<file path="config.mk">
export PLATFORM = sky130hd
export DESIGN_NAME = rst_channel
export DESIGN_NICKNAME = d
export VERILOG_FILES = /design/src/rtl/rstch_pkg.sv /design/src/rtl/rstch_ctrl.sv /design/src/rtl/rstch_policy.sv /design/src/rtl/rstch_release.sv /design/src/rtl/rst_channel.sv
export SDC_FILE = /design/constraint.sdc
export NUM_CORES = 1
export LEC_CHECK = 0
export BUFFER_PORTS_ARGS = -buffer_cell sky130_fd_sc_hd__buf_2
export CORE_UTILIZATION = 40
export CTS_CLUSTER_SIZE = 10
export DETAILED_ROUTE_END_ITERATION = 7
export GPL_TIMING_DRIVEN = 0
export PLACE_DENSITY = 0.91
export SKIP_CTS_REPAIR_TIMING = 1
export SYNTH_ARGS = -nofsm -noshare
export SYNTH_HDL_FRONTEND = slang
export SYNTH_HIERARCHICAL = 1
export SYNTH_SLANG_ARGS = --single-unit
</file>
<file path="constraint.sdc">
create_clock -name clk_i -period 1.2 [get_ports clk_i]
set_input_delay 0.12 -clock clk_i [delete_from_list [all_inputs] [get_ports clk_i]]
set_output_delay 0.12 -clock clk_i [all_outputs]
set_load 0.01 [all_outputs]
</file>
<file path="src/rtl/rstch_pkg.sv">
package rstch_pkg;
  localparam int unsigned RUN_BIT   = 0;
  localparam int unsigned HIB_BIT   = 1;
  localparam int unsigned SLP_BIT   = 2;
  localparam int unsigned WD0_BIT   = 3;
  localparam int unsigned WD1_BIT   = 4;
  localparam int unsigned PULSE_BIT = 5;
  localparam int unsigned LOCK_BIT  = 6;
  localparam int unsigned STAT_BIT  = 7;
  localparam int unsigned FIELD_W   = 8;
  localparam int unsigned WDT_N     = 2;

  typedef enum logic [1:0] {
    LP_ACTIVE = 2'd0,
    LP_HIB    = 2'd1,
    LP_SLEEP  = 2'd2,
    LP_RSVD   = 2'd3
  } lp_mode_e;

  typedef enum logic [1:0] {
    PS_IDLE = 2'd0,
    PS_HOLD = 2'd1,
    PS_WAIT = 2'd2
  } pulse_st_e;

  typedef struct packed {
    logic             lock;
    logic [WDT_N-1:0] wdt_en;
    logic             slp_keep;
    logic             hib_keep;
    logic             run;
  } ctl_s;
endpackage

</file>
<file path="src/rtl/rstch_ctrl.sv">
module rstch_ctrl
  import rstch_pkg::*;
#(
  parameter int unsigned DATA_W  = 32,
  parameter int unsigned PULSE_W = 8,
  parameter bit          HAS_WDT = 1'b1
) (
  input  logic              clk_i,
  input  logic              rst_ni,
  input  logic              we_i,
  input  logic [DATA_W-1:0] wdata_i,
  input  logic              released_i,
  output ctl_s              ctl_o,
  output logic              pulse_busy_o,
  output logic              pulse_hold_o
);
  localparam int unsigned PCNT_W = (PULSE_W > 2) ? $clog2(PULSE_W) : 1;
  localparam logic [PCNT_W-1:0] PCNT_LAST = PCNT_W'(PULSE_W - 1);

  ctl_s              ctl_q;
  pulse_st_e         st_q;
  logic [PCNT_W-1:0] pcnt_q;
  logic              wr_ctl_ok;
  logic              pulse_req;
  logic              unused_wdata;

  assign unused_wdata = ^wdata_i[DATA_W-1:LOCK_BIT+1];

  // run and pulse writes only when unlocked and no pulse in flight
  assign wr_ctl_ok = we_i && !ctl_q.lock && (st_q == PS_IDLE);
  assign pulse_req = wr_ctl_ok && wdata_i[PULSE_BIT];

  always_ff @(posedge clk_i or negedge rst_ni) begin
    if (!rst_ni) begin
      ctl_q <= '0;
    end else if (we_i) begin
      ctl_q.hib_keep <= wdata_i[HIB_BIT];
      ctl_q.slp_keep <= wdata_i[SLP_BIT];
      ctl_q.wdt_en   <= HAS_WDT ? wdata_i[WD1_BIT:WD0_BIT] : '0;
      if (wdata_i[LOCK_BIT]) ctl_q.lock <= 1'b1;
      if (wr_ctl_ok) ctl_q.run <= wdata_i[RUN_BIT] | wdata_i[PULSE_BIT];
    end
  end

  always_ff @(posedge clk_i or negedge rst_ni) begin
    if (!rst_ni) begin
      st_q   <= PS_IDLE;
      pcnt_q <= '0;
    end else begin
      unique case (st_q)
        PS_IDLE: if (pulse_req) begin
          st_q   <= PS_HOLD;
          pcnt_q <= '0;
        end
        PS_HOLD: if (pcnt_q == PCNT_LAST) st_q <= PS_WAIT;
                 else pcnt_q <= pcnt_q + 1'b1;
        PS_WAIT: if (released_i) st_q <= PS_IDLE;
        default: st_q <= PS_IDLE;
      endcase
    end
  end

  assign ctl_o        = ctl_q;
  assign pulse_busy_o = (st_q != PS_IDLE);
  assign pulse_hold_o = (st_q == PS_HOLD);


  lock_run_stable_chk: assert property (@(posedge clk_i) disable iff (!rst_ni)
    ctl_q.lock |=> $stable(ctl_q.run));

  lock_sticky_chk: assert property (@(posedge clk_i) disable iff (!rst_ni)
    ctl_q.lock |=> ctl_q.lock);

  lock_no_pulse_chk: assert property (@(posedge clk_i) disable iff (!rst_ni)
    (ctl_q.lock && st_q == PS_IDLE) |=> st_q == PS_IDLE);

  pulse_done_chk: assert property (@(posedge clk_i) disable iff (!rst_ni)
    $fell(pulse_busy_o) |-> $past(released_i));
endmodule

</file>
<file path="src/rtl/rstch_policy.sv">
module rstch_policy
  import rstch_pkg::*;
#(
  parameter bit HAS_WDT = 1'b1
) (
  input  ctl_s             ctl_i,
  input  logic             pulse_hold_i,
  input  logic [1:0]       lp_mode_i,
  input  logic [WDT_N-1:0] wdt_req_i,
  output logic             hold_o
);
  logic lp_hold;
  logic wdt_hit;

  always_comb begin
    unique case (lp_mode_e'(lp_mode_i))
      LP_HIB:   lp_hold = !ctl_i.hib_keep;
      LP_SLEEP: lp_hold = !ctl_i.slp_keep;
      default:  lp_hold = 1'b0;
    endcase
  end

  if (HAS_WDT) begin : g_wdt
    logic [WDT_N-1:0] hit;
    for (genvar w = 0; w < WDT_N; w++) begin : g_src
      assign hit[w] = wdt_req_i[w] & ctl_i.wdt_en[w];
    end
    assign wdt_hit = |hit;
  end else begin : g_no_wdt
    logic unused_wdt;
    assign unused_wdt = ^{wdt_req_i, ctl_i.wdt_en};
    assign wdt_hit    = 1'b0;
  end

  assign hold_o = !ctl_i.run || pulse_hold_i || lp_hold || wdt_hit;
endmodule

</file>
<file path="src/rtl/rstch_release.sv">
module rstch_release #(
  parameter int unsigned HOLD_CYC = 2
) (
  input  logic clk_i,
  input  logic rst_ni,
  input  logic hold_i,
  output logic released_o
);
  localparam int unsigned CNT_W = (HOLD_CYC > 1) ? $clog2(HOLD_CYC + 1) : 1;
  localparam logic [CNT_W-1:0] CNT_LAST = CNT_W'(HOLD_CYC);

  logic             chain_rst_n;
  logic [1:0]       sync_q;
  logic [CNT_W-1:0] cnt_q;
  logic             rel_q;

  // assert asynchronously, release through the chain
  assign chain_rst_n = rst_ni & ~hold_i;

  always_ff @(posedge clk_i or negedge chain_rst_n) begin
    if (!chain_rst_n) begin
      sync_q <= '0;
      cnt_q  <= '0;
      rel_q  <= 1'b0;
    end else begin
      sync_q <= {sync_q[0], 1'b1};
      if (sync_q[1] && !rel_q) begin
        if (cnt_q == CNT_LAST) rel_q <= 1'b1;
        else cnt_q <= cnt_q + 1'b1;
      end
    end
  end

  assign released_o = rel_q;


  rel_after_sync_chk: assert property (@(posedge clk_i) disable iff (!rst_ni)
    $rose(rel_q) |-> $past(sync_q[1]));

  hold_forces_low_chk: assert property (@(posedge clk_i) disable iff (!rst_ni)
    hold_i |-> !rel_q);
endmodule

</file>
<file path="src/rtl/rst_channel.sv">
module rst_channel
  import rstch_pkg::*;
#(
  parameter int unsigned DATA_W   = 32,
  parameter int unsigned PULSE_W  = 8,
  parameter int unsigned HOLD_CYC = 2,
  parameter bit          HAS_WDT  = 1'b1
) (
  input  logic              clk_i,
  input  logic              rst_ni,
  input  logic              reg_we_i,
  input  logic [DATA_W-1:0] reg_wdata_i,
  output logic [DATA_W-1:0] reg_rdata_o,
  input  logic [1:0]        lp_mode_i,
  input  logic [1:0]        wdt_req_i,
  output logic              tgt_rst_no
);
  ctl_s ctl;
  logic pulse_busy;
  logic pulse_hold;
  logic hold;
  logic released;

  rstch_ctrl #(
    .DATA_W (DATA_W),
    .PULSE_W(PULSE_W),
    .HAS_WDT(HAS_WDT)
  ) i_ctrl (
    .clk_i       (clk_i),
    .rst_ni      (rst_ni),
    .we_i        (reg_we_i),
    .wdata_i     (reg_wdata_i),
    .released_i  (released),
    .ctl_o       (ctl),
    .pulse_busy_o(pulse_busy),
    .pulse_hold_o(pulse_hold)
  );

  rstch_policy #(
    .HAS_WDT(HAS_WDT)
  ) i_policy (
    .ctl_i       (ctl),
    .pulse_hold_i(pulse_hold),
    .lp_mode_i   (lp_mode_i),
    .wdt_req_i   (wdt_req_i),
    .hold_o      (hold)
  );

  rstch_release #(
    .HOLD_CYC(HOLD_CYC)
  ) i_release (
    .clk_i     (clk_i),
    .rst_ni    (rst_ni),
    .hold_i    (hold),
    .released_o(released)
  );

  always_comb begin
    reg_rdata_o                     = '0;
    reg_rdata_o[RUN_BIT]            = ctl.run;
    reg_rdata_o[HIB_BIT]            = ctl.hib_keep;
    reg_rdata_o[SLP_BIT]            = ctl.slp_keep;
    reg_rdata_o[WD1_BIT:WD0_BIT]    = ctl.wdt_en;
    reg_rdata_o[PULSE_BIT]          = pulse_busy;
    reg_rdata_o[LOCK_BIT]           = ctl.lock;
    reg_rdata_o[STAT_BIT]           = released;
  end

  assign tgt_rst_no = released;


  run_off_held_chk: assert property (@(posedge clk_i) disable iff (!rst_ni)
    !ctl.run |-> !tgt_rst_no);

  pulse_hold_low_chk: assert property (@(posedge clk_i) disable iff (!rst_ni)
    pulse_hold |-> !tgt_rst_no);
endmodule

</file>
# After elaboration in Yosys (flattened, before gate mapping)
# Index checks and enable logic that the tools add are counted.
[totals]
ff_bits = 16
in_bits = 39
out_inout_bits = 33
elab_cells = 58
[classes]
add_sub_neg = 2
eq_ne = 10
mux = 8
bitwise = 6
n_reduce_logical = 22
[ops]
columns = ["cell", "n"]
rows = [
  ["$reduce_and 2->1", 4],
  ["$eq 2x2->1 const B", 3],
  ["$mux 2", 3],
  ["$mux 3", 2],
  ["$pmux 2 s3", 1],
  ["$pmux 3 s2", 1],
  ["$reduce_and 3->1", 2],
  ["$logic_not 1->1", 5],
  ["$eq 2x1->1 const B", 2],
  ["$logic_and 1x1->1", 4],
  ["$ne 2x1->1 const B", 2],
  ["$ne 2x2->1 const B", 2],
  ["$reduce_bool 2->1", 2],
  ["$add 3x1->3 const B", 1],
  ["$and 1x1->1", 3],
  ["$eq 3x3->1 const B", 1],
  ["$logic_or 1x1->1", 3],
  ["$add 2x1->2 const B", 1],
  ["$logic_not 2->1", 1],
  ["$not 1->1", 2],
  ["$pmux 1 s2", 1],
  ["$reduce_or 2->1", 1],
  ["$or 1x1->1", 1],
]

# Depth between registers and ports, before layout
[logic_depth]
depth_word = 6
depth_mapped = 6
ltp_nobuf = 6

# Cells and area by module
# Netlist, hierarchy kept.
[by_module_without_submodules]
columns = ["mod", "instances", "cells_per_inst", "area_per_inst_um2", "seq_area_each_um2"]
rows = [
  ["rstch_ctrl", 1, 37, 496.7, 275.3],
  ["rstch_release", 1, 14, 201.4, 125.1],
  ["rst_channel", 1, 27, 198.9, 0.0],
  ["rstch_policy", 1, 10, 81.3, 0.0],
]

# Least setup slack after synthesis
# Ideal clock, no wire load.
[synth_path]
path_type = "register to register"
from = "reg i_ctrl.pcnt_q[0]"
to = "reg i_ctrl.pcnt_q[1]"
setup_time_ps = 121
t_arrival_ps = 1208
required_ps = 1079
slack_ps = -129
path_stages_with_launch = 6
path_buffers = 0
synth_period_minus_slack_ps = 1329
cell_sequence = "dfrtp_1 > ha_1 > ha_1 > nor2b_1 > o21bai_4 > a22o_1"
[synth_between]
elab_chain_cells = 3
word_cells_on_any_way = 6
cone_classes = "1 x add/sub; 2 x eq/ne; 2 x mux; 1 x reduce/logical"
[synth_rtl]
columns = ["element", "line_no", "rtl"]
rows = [
  ["start, declared", "rstch_ctrl.sv:22", "logic [PCNT_W-1:0] pcnt_q;"],
  ["start signal, assigned", "rstch_ctrl.sv:56", "else pcnt_q <= pcnt_q + 1'b1;"],
  ["$add 3x1->3 or $eq 3x3->1 (tied branches)", "rstch_ctrl.sv:56, rstch_ctrl.sv:55", ""],
  ["$mux 3 or $ne 2x2->1 (tied branches)", "n/a", ""],
  ["$pmux 3 s2 or $reduce_and 3->1 (tied branches)", "n/a", ""],
]
# Several ways; a longest one is shown, not always the timed one. The select of a mux whose other input is x is not followed.
# A chain may end at the register's enable or synchronous reset.

# Final worst setup path
# Ends and elaborated chain as after synthesis.

==> metrics.txt <==
fraction of the mapped netlist area in compound gates=10.23%; main combinational cell family by area after synthesis=buffers and inverters; worst vdd rail ir drop=0.0007850 V; Hold Path Class=in -> async; Setup Skew=1.122 ps; core box area=2255 um^2; vias per std cell=4.095; die width=51.46 um; starting density of the core=43.40%; pre-CTS setup slack=-101.6 ps; total standard cell area after synthesis=978.4 um^2; outcome=complete, but fails checks; number of slew-limit violations in the final report=0; All-Layer GR Usage=13.60%; number of global-route vias before repair=632; Yosys top cell by area=sky130_fd_sc_hd__dfrtp_1; routability congestion estimate from global placement=0.6455; time the worst path needs with I/O delays and setup=1297 ps; violations in the final reports=negative setup slack; routed wirelength normalized by instance count=10.27 um; Register Area=402.9 um^2; Setup crit end kind=flip-flop; number of placed I/O pins=72; post-detailed-routing wire length=1736 um; top achievable clock speed=771.0 MHz; Final Core Density=60.04%; CP required=1380 ps; number of design rule violations left after detail routing=0; power density over cell area=1459 nW/um^2; Die Area=2648 um^2; share of synthesized area spent on multiplexers=5.627%; Setup CP Type=reg -> reg; number of buffers added by the clock tree synthesis step=3; # setup viols final=4; maximum buffer depth of the clock tree=2; Mean Syn Cell Area=11.12 um^2; final layout net count=186; hold violation count in the final report=0; count of routing violations after the opening detailed-route iteration=2; area taken by multi-input logic gates=493.0 um^2; post-synth top area share=40.92%; Setup TNS=-245.6 ps; gate count after technology mapping=88; critical path data arrival time=1470 ps; height of the die=51.46 um; synthesized-area fraction occupied by adder cells=6.394%; synthesized-area fraction occupied by xor and xnor cells=0.8951%; Antenna Diode Count=0; largest net degree at the start of global routing=13; largest fanout on the critical path=3; reported max-cap violation count=0; count of vias placed by the detailed router=692; clock tree from TritonCTS=yes; share of cells above drive strength 1=55.32%; DR pass1 iterations=4; warnings from Yosys=6; antenna violations before repair=0; synthesized flop and latch total=16; count of different cell masters after synthesis=29; clk sinks=16; count of fill cells added during filler insertion=192; Post-DRT Antenna Nets=0; residual overflow from global routing=0; RSZ-0062 raised after global routing=yes; number of rows created at floorplan=17; Lkg Pwr=0.7181 nW; proportion of synthesized chip area in sequential cells=40.92%; level count of the clock H-tree=1; simple-gate area share of the yosys netlist=11.38%; root buffer cell=sky130_fd_sc_hd__clkbuf_4; synth-to-layout area growth=38.36%; clock input transition at the sequential cells of the worst setup and hold paths=90 ps; first-pass GRT wire length=2553 um; power consumption=1.976 mW; Clock Latency Late Sink=280 ps; Port Buffers=21; Worst Slack Setup Final=-97.00 ps; crit start category=flip-flop; Fin Hold WS=49.81 ps; portion of the clock cycle consumed by the worst path in the final layout=108.1%; dpl hpwl=1398 um; cell types occupying the most area after synthesis=sky130_fd_sc_hd__dfrtp_1 41%, sky130_fd_sc_hd__buf_4 20%, sky130_fd_sc_hd__ha_1 6.4%
critical path, stage by stage (launching register included):
cell                       delay [ps]
sky130_fd_sc_hd__dfrtp_1          420
sky130_fd_sc_hd__ha_2             200
sky130_fd_sc_hd__ha_4             180
sky130_fd_sc_hd__nor2b_4          130
sky130_fd_sc_hd__o21bai_4          70
sky130_fd_sc_hd__a22o_1           190
metal layers:
| metal | up-vias | GRT usage (%) | wire, um |
|---|---|---|---|
| met3 | 4 | 2.976 | 122 |
| met4 | 0 | 8.108 | 23 |
| met1 | 312 | 13.30 | 652 |
| li1 | 343 | - | - |
| met5 | - | 0 | 0 |
| met2 | 33 | 25.54 | 937 |
metrics by stage:
stage | instances | cell area (um^2)
finish | 169 | 1354
global placement | 160 | 1232
detailed placement | 160 | 1232
CTS | 164 | 1269
floorplan | 111 | 1092
global route | 169 | 1354
placed cells by master (no fill, tap or decap), drive strengths merged, types with 2 or more instances in the layout:
cell type	instances
dfrtp	16
inv	7
nor2	3
a21o	2
buf	51
a21oi	2
dlygate4sd3	2
nor3b	2
clkbuf	4
mux2	4
nor2b	3
conb	25
ha	5
nand2b	2
a22o	2
o21ai	2
final cells by class:
cell class                      instances  share of cell area [%]
Buffer                                 26                   14.70
Multi-Input combinational cell         61                   36.41
Sequential cell                        16                   29.76
Clock buffer                            4                   2.680
Tap cell                               28                   2.588
Inverter                                7                   1.941
Timing Repair Buffer                   27                   11.92
cells by family (layout without fill, tap and decap cells):
logic type	Yosys count	in the layout
xor gates and xnor gates	1	1
buffers and inverters	34	64
other	2	25
muxes	5	5
adders and majority gates	5	5
and+or+nand+nor	14	14
DFF	16	16
AOI/OAI and AO/OA	11	11
final timing paths:
kind	cells after the start	from	slack (ps)	to
worst max register to register	5	i_ctrl/pcnt_q[0]$_DFFE_PN0P_	-100	i_ctrl/pcnt_q[1]$_DFFE_PN0P_
min in group clk_i	2	reg_wdata_i[6]	60	i_ctrl/ctl_o[5]$_DFFE_PN0P_
worst max-delay path	5	i_ctrl/pcnt_q[0]$_DFFE_PN0P_	-100	i_ctrl/pcnt_q[1]$_DFFE_PN0P_
worst min-delay path	5	lp_mode_i[0]	50	i_release/cnt_q[1]$_DFFE_PN0P_
worst min register to register	0	i_release/sync_q[0]$_DFF_PN0_	360	i_release/sync_q[1]$_DFF_PN0_
max in group asynchronous	5	i_ctrl/st_q[0]$_DFFE_PN0P_	160	i_release/sync_q[1]$_DFF_PN0_
report_power, final:
group	switching, mW	internal [mW]	total (mW)
clock	0.165	0.185	0.349
combinational	0.364	0.477	0.841
sequential	0.116	0.669	0.786
synthesized netlist by cell type:
cell,number
sky130_fd_sc_hd__o21bai_4,1
sky130_fd_sc_hd__nor3b_4,1
sky130_fd_sc_hd__nand2b_4,1
sky130_fd_sc_hd__xnor2_1,1
sky130_fd_sc_hd__o21ai_0,1
sky130_fd_sc_hd__nand2b_1,1
sky130_fd_sc_hd__nor3b_1,1
sky130_fd_sc_hd__a21oi_2,1
sky130_fd_sc_hd__buf_4,26
sky130_fd_sc_hd__inv_2,1
sky130_fd_sc_hd__mux2i_1,1
sky130_fd_sc_hd__ha_1,5
sky130_fd_sc_hd__a21o_2,2
sky130_fd_sc_hd__a22o_1,2
sky130_fd_sc_hd__mux2_2,4
sky130_fd_sc_hd__conb_1,2
sky130_fd_sc_hd__dfrtp_1,16
sky130_fd_sc_hd__nor2b_1,3
sky130_fd_sc_hd__a22oi_1,1
sky130_fd_sc_hd__buf_6,1
sky130_fd_sc_hd__a221oi_2,1
sky130_fd_sc_hd__nand2_1,1
sky130_fd_sc_hd__inv_1,6
sky130_fd_sc_hd__a21oi_1,1
sky130_fd_sc_hd__or2_2,1
sky130_fd_sc_hd__nor4b_1,1
sky130_fd_sc_hd__nor2_1,3
sky130_fd_sc_hd__and4bb_4,1
sky130_fd_sc_hd__o21ai_1,1
state kept, by name, summed over array words and instances (netlist names):
register / flops
i_ctrl/ctl_o: 6
i_ctrl/pcnt_q: 3
i_ctrl/st_q: 2
i_release/cnt_q: 2
i_release/sync_q: 2
i_release/released_o: 1
Note: power is estimated with default switching activity, not from simulation.
